File: src/rtl/priv_irq_pkg.sv
package priv_irq_pkg;
  localparam int IRQ_W = 16;
  localparam int SYNC_STAGES = 2;

  typedef struct packed {
    logic [IRQ_W-1:0] riseSeen;
    logic [IRQ_W-1:0] latchSet;
    logic [IRQ_W-1:0] latchClr;
  } pendStrobes_t;
endpackage

File: src/rtl/priv_irq_ctrl.sv
module priv_irq_ctrl
  import priv_irq_pkg::*;
#(
  parameter int Width = IRQ_W,
  parameter int Stages = SYNC_STAGES
) (
  input  logic             clk,
  input  logic             rstN,
  input  logic [Width-1:0] lineIn,
  input  logic [Width-1:0] edgeMode,
  input  logic [Width-1:0] setMask,
  input  logic [Width-1:0] clrMask,
  output logic [Width-1:0] levelQ,
  output pendStrobes_t     strobes
);
  logic [Width-1:0] syncQ [Stages];

  // synchroniser chain
  generate
    for (genvar s = 0; s < Stages; s++) begin : g_sync
      always_ff @(posedge clk or negedge rstN) begin
        if (!rstN) syncQ[s] <= '0;
        else if (s == 0) syncQ[s] <= lineIn;
        else syncQ[s] <= syncQ[(s == 0) ? 0 : s-1];
      end
    end
  endgenerate

  // recorded level, a change acts only against this copy
  always_ff @(posedge clk or negedge rstN) begin
    if (!rstN) levelQ <= '0;
    else levelQ <= syncQ[Stages-1];
  end

  logic [Width-1:0] riseV;
  always_comb begin
    riseV            = syncQ[Stages-1] & ~levelQ;
    strobes.riseSeen = riseV;
    strobes.latchSet = (riseV & edgeMode) | setMask;
    strobes.latchClr = clrMask;
  end
endmodule

File: src/rtl/priv_irq_datapath.sv
module priv_irq_datapath
  import priv_irq_pkg::*;
#(
  parameter int Width = IRQ_W
) (
  input  logic             clk,
  input  logic             rstN,
  input  pendStrobes_t     strobes,
  input  logic [Width-1:0] levelQ,
  input  logic [Width-1:0] edgeMode,
  input  logic [Width-1:0] enable,
  output logic [Width-1:0] latchQ,
  output logic [Width-1:0] pendVis,
  output logic [Width-1:0] pendEn
);
  // set is applied after clear, so set wins on a conflict
  always_ff @(posedge clk or negedge rstN) begin
    if (!rstN) latchQ <= '0;
    else latchQ <= (latchQ & ~strobes.latchClr) | strobes.latchSet;
  end

  always_comb pendVis = latchQ | (levelQ & ~edgeMode);

  always_ff @(posedge clk or negedge rstN) begin
    if (!rstN) pendEn <= '0;
    else pendEn <= pendVis & enable;
  end
endmodule

File: src/rtl/priv_irq_pending.sv
module priv_irq_pending
  import priv_irq_pkg::*;
(
  input  logic             clk,
  input  logic             rstN,
  input  logic [IRQ_W-1:0] lineIn,
  input  logic [IRQ_W-1:0] edgeMode,
  input  logic [IRQ_W-1:0] setMask,
  input  logic [IRQ_W-1:0] clrMask,
  input  logic [IRQ_W-1:0] enable,
  output logic [IRQ_W-1:0] pendVis,
  output logic [IRQ_W-1:0] pendEn
);
  pendStrobes_t     strobes;
  logic [IRQ_W-1:0] levelQ;
  logic [IRQ_W-1:0] latchQ;

  priv_irq_ctrl #(.Width(IRQ_W), .Stages(SYNC_STAGES)) u_ctrl (
    .clk(clk), .rstN(rstN), .lineIn(lineIn), .edgeMode(edgeMode),
    .setMask(setMask), .clrMask(clrMask), .levelQ(levelQ), .strobes(strobes)
  );

  priv_irq_datapath #(.Width(IRQ_W)) u_dp (
    .clk(clk), .rstN(rstN), .strobes(strobes), .levelQ(levelQ),
    .edgeMode(edgeMode), .enable(enable), .latchQ(latchQ),
    .pendVis(pendVis), .pendEn(pendEn)
  );
endmodule

File: config.mk
export PLATFORM = sky130hd
export DESIGN_NAME = priv_irq_pending
export DESIGN_NICKNAME = d
export VERILOG_FILES = /design/src/rtl/priv_irq_pkg.sv /design/src/rtl/priv_irq_ctrl.sv /design/src/rtl/priv_irq_datapath.sv /design/src/rtl/priv_irq_pending.sv
export SDC_FILE = /design/constraint.sdc
export NUM_CORES = 1
export LEC_CHECK = 0
export ABC_AREA = 1
export CORE_UTILIZATION = 40
export DETAILED_ROUTE_END_ITERATION = 7
export PLACE_DENSITY = 0.81
export SLEW_MARGIN = 20
export SYNTH_ARGS = -nofsm -noshare
export SYNTH_HDL_FRONTEND = slang
export SYNTH_SLANG_ARGS = --single-unit
File: constraint.sdc
create_clock -name clk -period 1.61 [get_ports clk]
set_clock_uncertainty 0.2 [all_clocks]
set_input_delay 0.322 -clock clk [delete_from_list [all_inputs] [get_ports clk]]
set_output_delay 0.322 -clock clk [all_outputs]
set_load 0.005 [all_outputs]
Yosys cells after proc, flatten, opt, wreduce, memory -nomap -nowiden
Index checks and enable logic that the tools add are counted.
Widths: inputs -> output; s select.
{ "word_totals": {"memories": 0, "rom_bits": 0, "ff_bits": 80, "out_inout_bits": 32, "latch_bits": 0, "word_cells": 16, "inputBits": 82, "ram_bits": 0} }
{ "classes": {"n_reduce_logical": 0, "shifts": 0, "eq_ne": 0, "n_mul": 0, "order_cmp": 0, "addsub": 0, "div_mod_pow": 0, "bitwise": 11, "n_mux": 0} }
{ "ops": {"columns": ["operator", "count"], "rows": [
  ["$and 16x16->16", 5],
  ["$not 16->16", 3],
  ["$or 16x16->16", 3]
]} }

Depth between registers and ports, before layout
Gate-level depths: netlist of the first run.
{ "depth": {"word_depth": 5, "depth_mapped": 4, "mapped_depth_nobuf": 4} }

Cells and area by module
A second synthesis of the first run with hierarchy kept.
{ "hier_totals": {"hier_cells": 304, "area_unflattened_um2": 3103.0} }
{ "modules_own_cells": {"columns": ["module", "seq_area_each_um2", "n_inst", "area_per_inst_um2", "cells_each"], "rows": [
  ["priv_irq_ctrl", 1201.2, 1, 1701.6, 160],
  ["priv_irq_datapath", 800.8, 1, 1401.3, 144]
]} }

Worst setup path after synthesis of the first run
No wires, ideal clock.
{ "synth_timing": {"path_kind": "register to output", "startpoint": "reg u_ctrl.levelQ[0]", "endpoint": "out pendVis[0]", "arrival_ns": 0.502, "t_required_ns": 1.088, "path_buffers": 0, "stages_incl_launch_ff": 3, "slack_ns": 0.586, "path_cell_list": "dfrtp_1 nand2_1 nand2_1"} }
{ "synth_between": {"elab_chain_cells": 2} }
{ "synth_rtl": {"columns": ["element", "line_no", "rtl"], "rows": [
  ["from (decl)", "priv_irq_ctrl.sv:13", "output logic [Width-1:0] levelQ,"],
  ["from (signal assigned)", "priv_irq_ctrl.sv:32", "else levelQ <= syncQ[Stages-1];"],
  ["$and 16x16->16", "priv_irq_datapath.sv:22", "always_comb pendVis = latchQ | (levelQ & ~edgeMode);"],
  ["$or 16x16->16", "priv_irq_datapath.sv:22", null],
  ["to (decl)", "priv_irq_pending.sv:11", "output logic [IRQ_W-1:0] pendVis,"]
]} }
No other way between the ends.

Final worst setup path of the first run
{ "layout_timing": {"startpoint": "reg u_ctrl.levelQ[5]", "endpoint": "reg u_dp.pendEn[5]"} }
{ "layout_between": {"elab_chain_cells": 3} }
{ "layout_rtl": {"columns": ["element", "line_no", "rtl"], "rows": [
  ["$and 16x16->16", "priv_irq_datapath.sv:22", null],
  ["$or 16x16->16", "priv_irq_datapath.sv:22", null],
  ["$and 16x16->16", "priv_irq_datapath.sv:26", "else pendEn <= pendVis & enable;"],
  ["to (signal assigned)", "priv_irq_datapath.sv:26", null],
  ["to (decl)", "priv_irq_datapath.sv:14", "output logic [Width-1:0] pendEn"]
]} }
No other way between the ends.

==> out/results.ini, run 1 <==
[global_route]
grtUsageTotal_pct=17.9
grt_pass1_wl_um=9860
grt_max_degree=27
grt_pass1_vias=2325
antenna_found_initial=0
grt-ovfl-total=0

[route]
drt-total-wl_um=6330
vias_per_cell=4.28
dr.pass1.iters=4
route.vias.total=2330
route.detailed.drc=0
drtIter0Drc=64
postRouteAntennaNets=0
post_drt_wl_per_cell_um=11.6

[run]
cap_violations=0

[placed_design]
port_buffers=113
dp_slack_ns=-0.353
dp_cells=473
routabilityCongestion=0.750
dpl.hpwl_um=3980

[worst_setup_path]
regToRegStartpoint=u_ctrl.levelQ[5]$_DFF_PN0_
worstPathMaxFanout=2
cp-endpoint=u_dp.pendEn[5]$_DFF_PN0_
worstSetupPathType=reg2reg
r2r-end=u_dp.pendEn[5]$_DFF_PN0_
worst-r2r-cell-count=9
critPathCaptureType=register
arrival_ns=1.75
crit_path_start=u_ctrl.levelQ[5]$_DFF_PN0_
required_ns=1.68
reg2reg_slack_ns=-0.07
critPathLaunchType=register

[sta]
report.final.slew_viol_count=0
holdWs_ns=0.130
setup_ws_ns=-0.0736
finalSetupTns_ns=-0.0736
rsz0062_at_grt=yes
setup_violations=1
fmax_mhz=594
period_needed_ns=1.68
slew-limit-headroom_pct=79.6
period_share_pct=105
worst_slew_pin_slew_ns=0.306
final_hold_viol_count=0

[synth]
yosys-top-cells-area=dfrtp_1, inv_1, nand2_1, a21oi_2, a21oi_1
yosys.area.top_type=dfrtp_1
synth_cell_types=6
synth_warnings=0
synth_area_um2=2760
avgSynthCellArea_um2=10.8
synthesis.nets=338
synth-seq-cells=80
ys_seq_area_share_pct=72.5
synth.top_cell.area_share_pct=72.5
synth_cells=256

[clocking]
cts_buffers=9
cts.sinks=80
clkSlewWorstSetupHoldPaths_ns=0.08
clock_path_buffers=2
cts_tree=yes
cts-root-buf=clkbuf_8
clock_latency_ns=0.33
htree_levels=3

[layout]
stdcell_count=544
final_core_util_pct=74.1
n_antenna_cell=0
drive_gt1_share_pct=34.0
multi_input_area_um2=558
num-nets-final=546
area_growth_pct=74.1
seq_area_um2=2000
n_fill_cell=471

[power]
p_leak_nw=2.55
switchingPower_w=0.000940
clkPwrFrac_pct=33.7
switching_share_pct=22.1
p_comb_share_pct=15.2
vdd_ir_drop_max_mv=0.543
power_frac_seq_pct=51.2
powerDensity_nw_per_um2=885
p_int_w=0.00332

[floorplanning]
die_w_um=85.1
rows=29
die_h_um=85.1
coreArea_um2=6490
initial_core_util_pct=42.5
io_pins=114
dieArea_um2=7240

[worst_hold_path]
min_from=edgeMode[12]
hp-class=in2reg

[outcome]
status=finished with violations
violations=negative setup slack

==> metal layers <==
layer / GRT usage, % / up-vias / part of all wire, %
met5: 0 / - / 0
met4: 8.17 / 0 / 1.9
met3: 5.74 / 14 / 5.2
met2: 31.6 / 78 / 54
met1: 19.7 / 1073 / 39
li1: - / 1165 / -
==> cell families after synthesis <==
logic type | count (synthesis) | share of synthesized area, %
and+or+nand+nor | 80 | 10.9
buffers and inverters | 64 | 8.70
DFF | 80 | 72.5
AOI/OAI and AO/OA | 32 | 7.97
==> how the worst min path moves through the flow <==
stage | end | slack, ns | depth (start not counted)
after floorplan | u_ctrl.levelQ[0]$_DFF_PN0_ | -0.17 | 0
after detailed placement | u_ctrl.syncQ[25]$_DFF_PN0_ | 0.04 | 1
after CTS | u_ctrl.syncQ[8]$_DFF_PN0_ | 0.15 | 0
final | u_dp.latchQ[12]$_DFF_PN0_ | 0.13 | 5
after global routing | u_dp.latchQ[2]$_DFF_PN0_ | 0.13 | 5
after global placement | u_ctrl.syncQ[28]$_DFF_PN0_ | 0.03 | 1
==> synthesized netlist by cell type (all sizes together) <==
master and count:
nand2 64, dfrtp 80, inv 64, nor2 16, a21oi 32
==> final cells by class <==
cell class / instances / share of cell area (%)
tap: 77 / 2.00
multi-input combinational: 112 / 11.6
inverter: 64 / 4.99
timing repair buffer: 197 / 35.7
sequential: 80 / 41.6
clock buffer: 11 / 3.15
clock inverter: 3 / 0.884
==> cell usage in the layout, fill, tap and decap left out <==
cell type,count
a21oi_1,16
a21oi_2,15
a21oi_4,1
buf_12,2
buf_2,12
buf_4,81
buf_6,1
bufinv_16,1
clkbuf_2,3
clkbuf_8,11
clkdlybuf4s15_1,1
clkdlybuf4s50_1,66
clkinv_2,1
clkinvlp_4,1
dfrtp_1,80
dlygate4sd2_1,19
dlygate4sd3_1,1
dlymetal6s2s_1,11
inv_1,46
inv_2,18
nand2_1,52
nand2_2,12
nor2_1,16
==> sequential cells by signal, indices dropped and copies added (netlist names) <==
signal	count
u_ctrl.syncQ	32
u_dp.latchQ	16
u_dp.pendEn	16
u_ctrl.levelQ	16
==> per-stage QoR <==
step	instance area (um^2)	power, W
final	4810	0.00426
after detailed placement	4220	0.00279
after global placement	4220	0.00277
after floorplan	2760	0.00235
after CTS	4700	0.00428
after global routing	4810	0.00449
==> what timing repair did <==
item                       CTS  global route
hold endpoints to repair    80             0
pin swaps                    4            10
gates resized for setup     83            37
hold buffers                 1             0
setup endpoints to repair   32            23
buffers inserted            48            14
==> critical path, stage by stage, from the launching register on <==
cell	delay, ns
dfrtp_1	0.37
nand2_2	0.07
buf_4	0.13
buf_4	0.12
buf_4	0.12
buf_4	0.13
buf_4	0.12
buf_4	0.13
buf_4	0.13
a21oi_2	0.10
==> power groups by stage <==
stage	clock [W]	combinational (W)	sequential, W
4_1_cts	0.00148	0.000619	0.00218
6_report	0.00143	0.000645	0.00218
3_5_place_dp	0	0.000573	0.00222
3_3_place_gp	0	0.000561	0.00221
5_1_grt	0.00159	0.000709	0.00219
2_1_floorplan	0	0.000141	0.00221
Note: power is estimated with default switching activity, not from simulation.
==> inputs of run 2 (changes only) <==
--- a/config.mk
+++ b/config.mk
@@ -8,8 +8,9 @@
 export ABC_AREA = 1
 export CORE_UTILIZATION = 40
 export DETAILED_ROUTE_END_ITERATION = 7
-export PLACE_DENSITY = 0.81
+export PLACE_DENSITY = 0.79
 export SLEW_MARGIN = 20
 export SYNTH_ARGS = -nofsm -noshare
 export SYNTH_HDL_FRONTEND = slang
+export SYNTH_HIERARCHICAL = 1
 export SYNTH_SLANG_ARGS = --single-unit
==> run 2 against run 1 <==
Compared with the run above:
- the run now ends clean
- first-iteration DRC count shrank 3.1%
- largest power group unchanged
- worst hold slack gained 0.017 ns
- highest routed layer unchanged
- setup slack gained 0.12 ns
==> out/results.ini, run 2 <==
[clocking]
htree_levels=3  ; unchanged
cts.sinks=80  ; unchanged
cts-root-buf=clkbuf_8
clock_path_buffers=2  ; unchanged
clock_latency_ns=0.33  ; about the same
clkSlewWorstSetupHoldPaths_ns=0.07  ; about the same
cts_tree=yes
cts_buffers=9  ; unchanged

[floorplanning]
die_h_um=88.4  ; +3.8%
io_pins=114  ; unchanged
rows=31  ; +6.9%
coreArea_um2=7210  ; +11%
initial_core_util_pct=41.3  ; -1.2 points
dieArea_um2=7810  ; +7.8%
die_w_um=88.4  ; +3.8%

[synth]
avgSynthCellArea_um2=11.0  ; +1.6%
synthesis.nets=354  ; +4.7%
synth_cells=272  ; +6.3%
synth_warnings=6  ; +6
synth_area_um2=2980  ; +8.0%

[sta]
report.final.slew_viol_count=0  ; unchanged
worst_slew_pin_slew_ns=0.327  ; +0.0208 ns
setup_violations=0  ; -1
final_hold_viol_count=0  ; unchanged
slew-limit-headroom_pct=78.2  ; -1.4 points
fmax_mhz=640  ; +7.8%
period_share_pct=97.0  ; -7.5 points
holdWs_ns=0.147  ; +0.0170 ns
period_needed_ns=1.56  ; -0.121 ns

[run]
cap_violations=0  ; unchanged

[power]
switching_share_pct=21.2  ; -0.86 points
p_leak_nw=2.40  ; -5.9%
vdd_ir_drop_max_mv=0.460  ; -15%
fin_total_pwr_w=0.00428  ; +0.54%
p_int_w=0.00337  ; +1.7%
p_comb_share_pct=13.3  ; -1.9 points
clkPwrFrac_pct=35.8  ; +2.1 points
switchingPower_w=0.000908  ; -3.4%
power_frac_seq_pct=50.8  ; -0.4 points
powerDensity_nw_per_um2=936  ; +5.7%

[route]
post_drt_wl_per_cell_um=11.0  ; -5.5%
postRouteAntennaNets=0  ; unchanged
vias_per_cell=4.13  ; -3.5%
drt-total-wl_um=5790  ; -8.6%
drtIter0Drc=62  ; -3.1%
dr.pass1.iters=4  ; unchanged
route.detailed.drc=0  ; unchanged
route.vias.total=2174  ; -6.7%

[layout]
largest_reg_flops=32  ; unchanged
drive_gt1_share_pct=27.9  ; -6.2 points
n_fill_cell=605  ; +28%
final_core_util_pct=63.4  ; -11 points
n_antenna_cell=0  ; unchanged
regMostFlops=u_ctrl/syncQ
finalInstanceArea_um2=4570  ; -4.9%
stdcell_count=526  ; -3.3%
num-nets-final=506  ; -7.3%
area_growth_pct=53.4
multi_input_area_um2=561  ; +0.45%
final_common_cell=dfrtp_1
seq_area_um2=2000  ; unchanged
final_cell_mix=dfrtp_1, inv_1, clkdlybuf4s50_1

[worst_hold_path]
min_from=u_ctrl/syncQ[30]$_DFF_PN0_
whs_endpoint=u_ctrl/syncQ[14]$_DFF_PN0_
min_path_cells=0  ; -5
hp-class=reg2reg

[worst_setup_path]
arrival_ns=1.04  ; -0.71 ns
path_buf_inv=1  ; -6
required_ns=1.09  ; -0.59 ns
slowest_delay_ns=0.40  ; +0.03 ns
worstSetupPathType=reg2out
critPathCaptureType=output port
worst-r2r-cell-count=8  ; -1
regToRegStartpoint=u_ctrl/levelQ[2]$_DFF_PN0_
r2r-end=u_dp/pendEn[2]$_DFF_PN0_
critPathLaunchType=register
crit_chain=nand2_2 -> nand2_1 -> clkdlybuf4s15_1
reg2reg_slack_ns=0.07  ; +0.14 ns
critical-path-top-delay-family=flip-flops
worstPathMaxFanout=2  ; unchanged
slowest_stage=dfrtp_1

[global_route]
grt_pass1_wl_um=9160  ; -7.1%
grt_pass1_vias=2179  ; -6.3%
grt-ovfl-total=0  ; unchanged
antenna_found_initial=0  ; unchanged
grt_max_degree=35  ; +30%
grtUsageTotal_pct=15.7  ; -2.3 points

[placed_design]
port_buffers=113  ; unchanged
dpl.hpwl_um=4220  ; +5.9%
dp_cells=487  ; +3.0%
routabilityCongestion=0.771  ; +2.7%
place_area_um2=4280  ; +1.6%

[outcome]
status=complete, no violations

[run 2: power groups by stage]
stage                     combinational, W  clock, W  sequential [W]
after detailed placement          0.000585         0         0.00221
final                             0.000570   0.00153         0.00218
after CTS                         0.000571   0.00160         0.00218
after global routing              0.000635   0.00169         0.00219
after floorplan                   0.000185         0         0.00221
after global placement            0.000572         0         0.00221
[run 2: how the worst max path moves through the flow]
stage / cells past startpoint / end / from
global placement: 5 / pendVis[14] / edgeMode[14]
detailed placement: 5 / pendVis[14] / edgeMode[14]
global route: 3 / pendVis[2] / u_ctrl/levelQ[2]$_DFF_PN0_
CTS: 3 / pendVis[15] / u_dp/latchQ[15]$_DFF_PN0_
finish: 3 / pendVis[2] / u_ctrl/levelQ[2]$_DFF_PN0_
floorplan: 2 / pendVis[0] / u_ctrl/levelQ[0]$_DFF_PN0_
[run 2: repair_timing]
action                     in CTS  in global routing
pin swaps                       9                  7
resized for setup              81                 18
setup buffers                  15                 10
hold buffers                    1                  0
setup endpoints to repair      32                 17
hold endpoints to repair       46                  0
[run 2: worst reg2reg max path: stages, from the launching register on]
cell	delay [ns]
dfrtp_1	0.37
nand2_2	0.07
buf_4	0.13
buf_4	0.12
buf_4	0.12
buf_4	0.12
buf_4	0.12
buf_4	0.12
a21oi_2	0.11
[run 2: layout make-up]
cell class / count / share of cell area [%]
sequential: 80 / 43.8
timing repair buffer: 157 / 30.2
tap: 99 / 2.71
clock buffer: 10 / 3.01
multi-input combinational: 96 / 12.3
clock inverter: 4 / 1.53
inverter: 80 / 6.56
[run 2: through the flow]
stage	setup slack (ns)	TNS, ns
CTS	0.00173	0
finish	0.0478	0
floorplan	0.595	0
global placement	-0.356	-5.16
global route	-0.0137	-0.0137
detailed placement	-0.364	-5.29
[run 2: routing by layer]
layer  global-route usage [%]  routed length (um)  up-vias
li1                         -                   -     1080
met1                     17.8                2310     1009
met2                     27.0                2970       74
met3                     4.48                 395       11
met4                     7.92                 108        0
met5                        0                   0        -
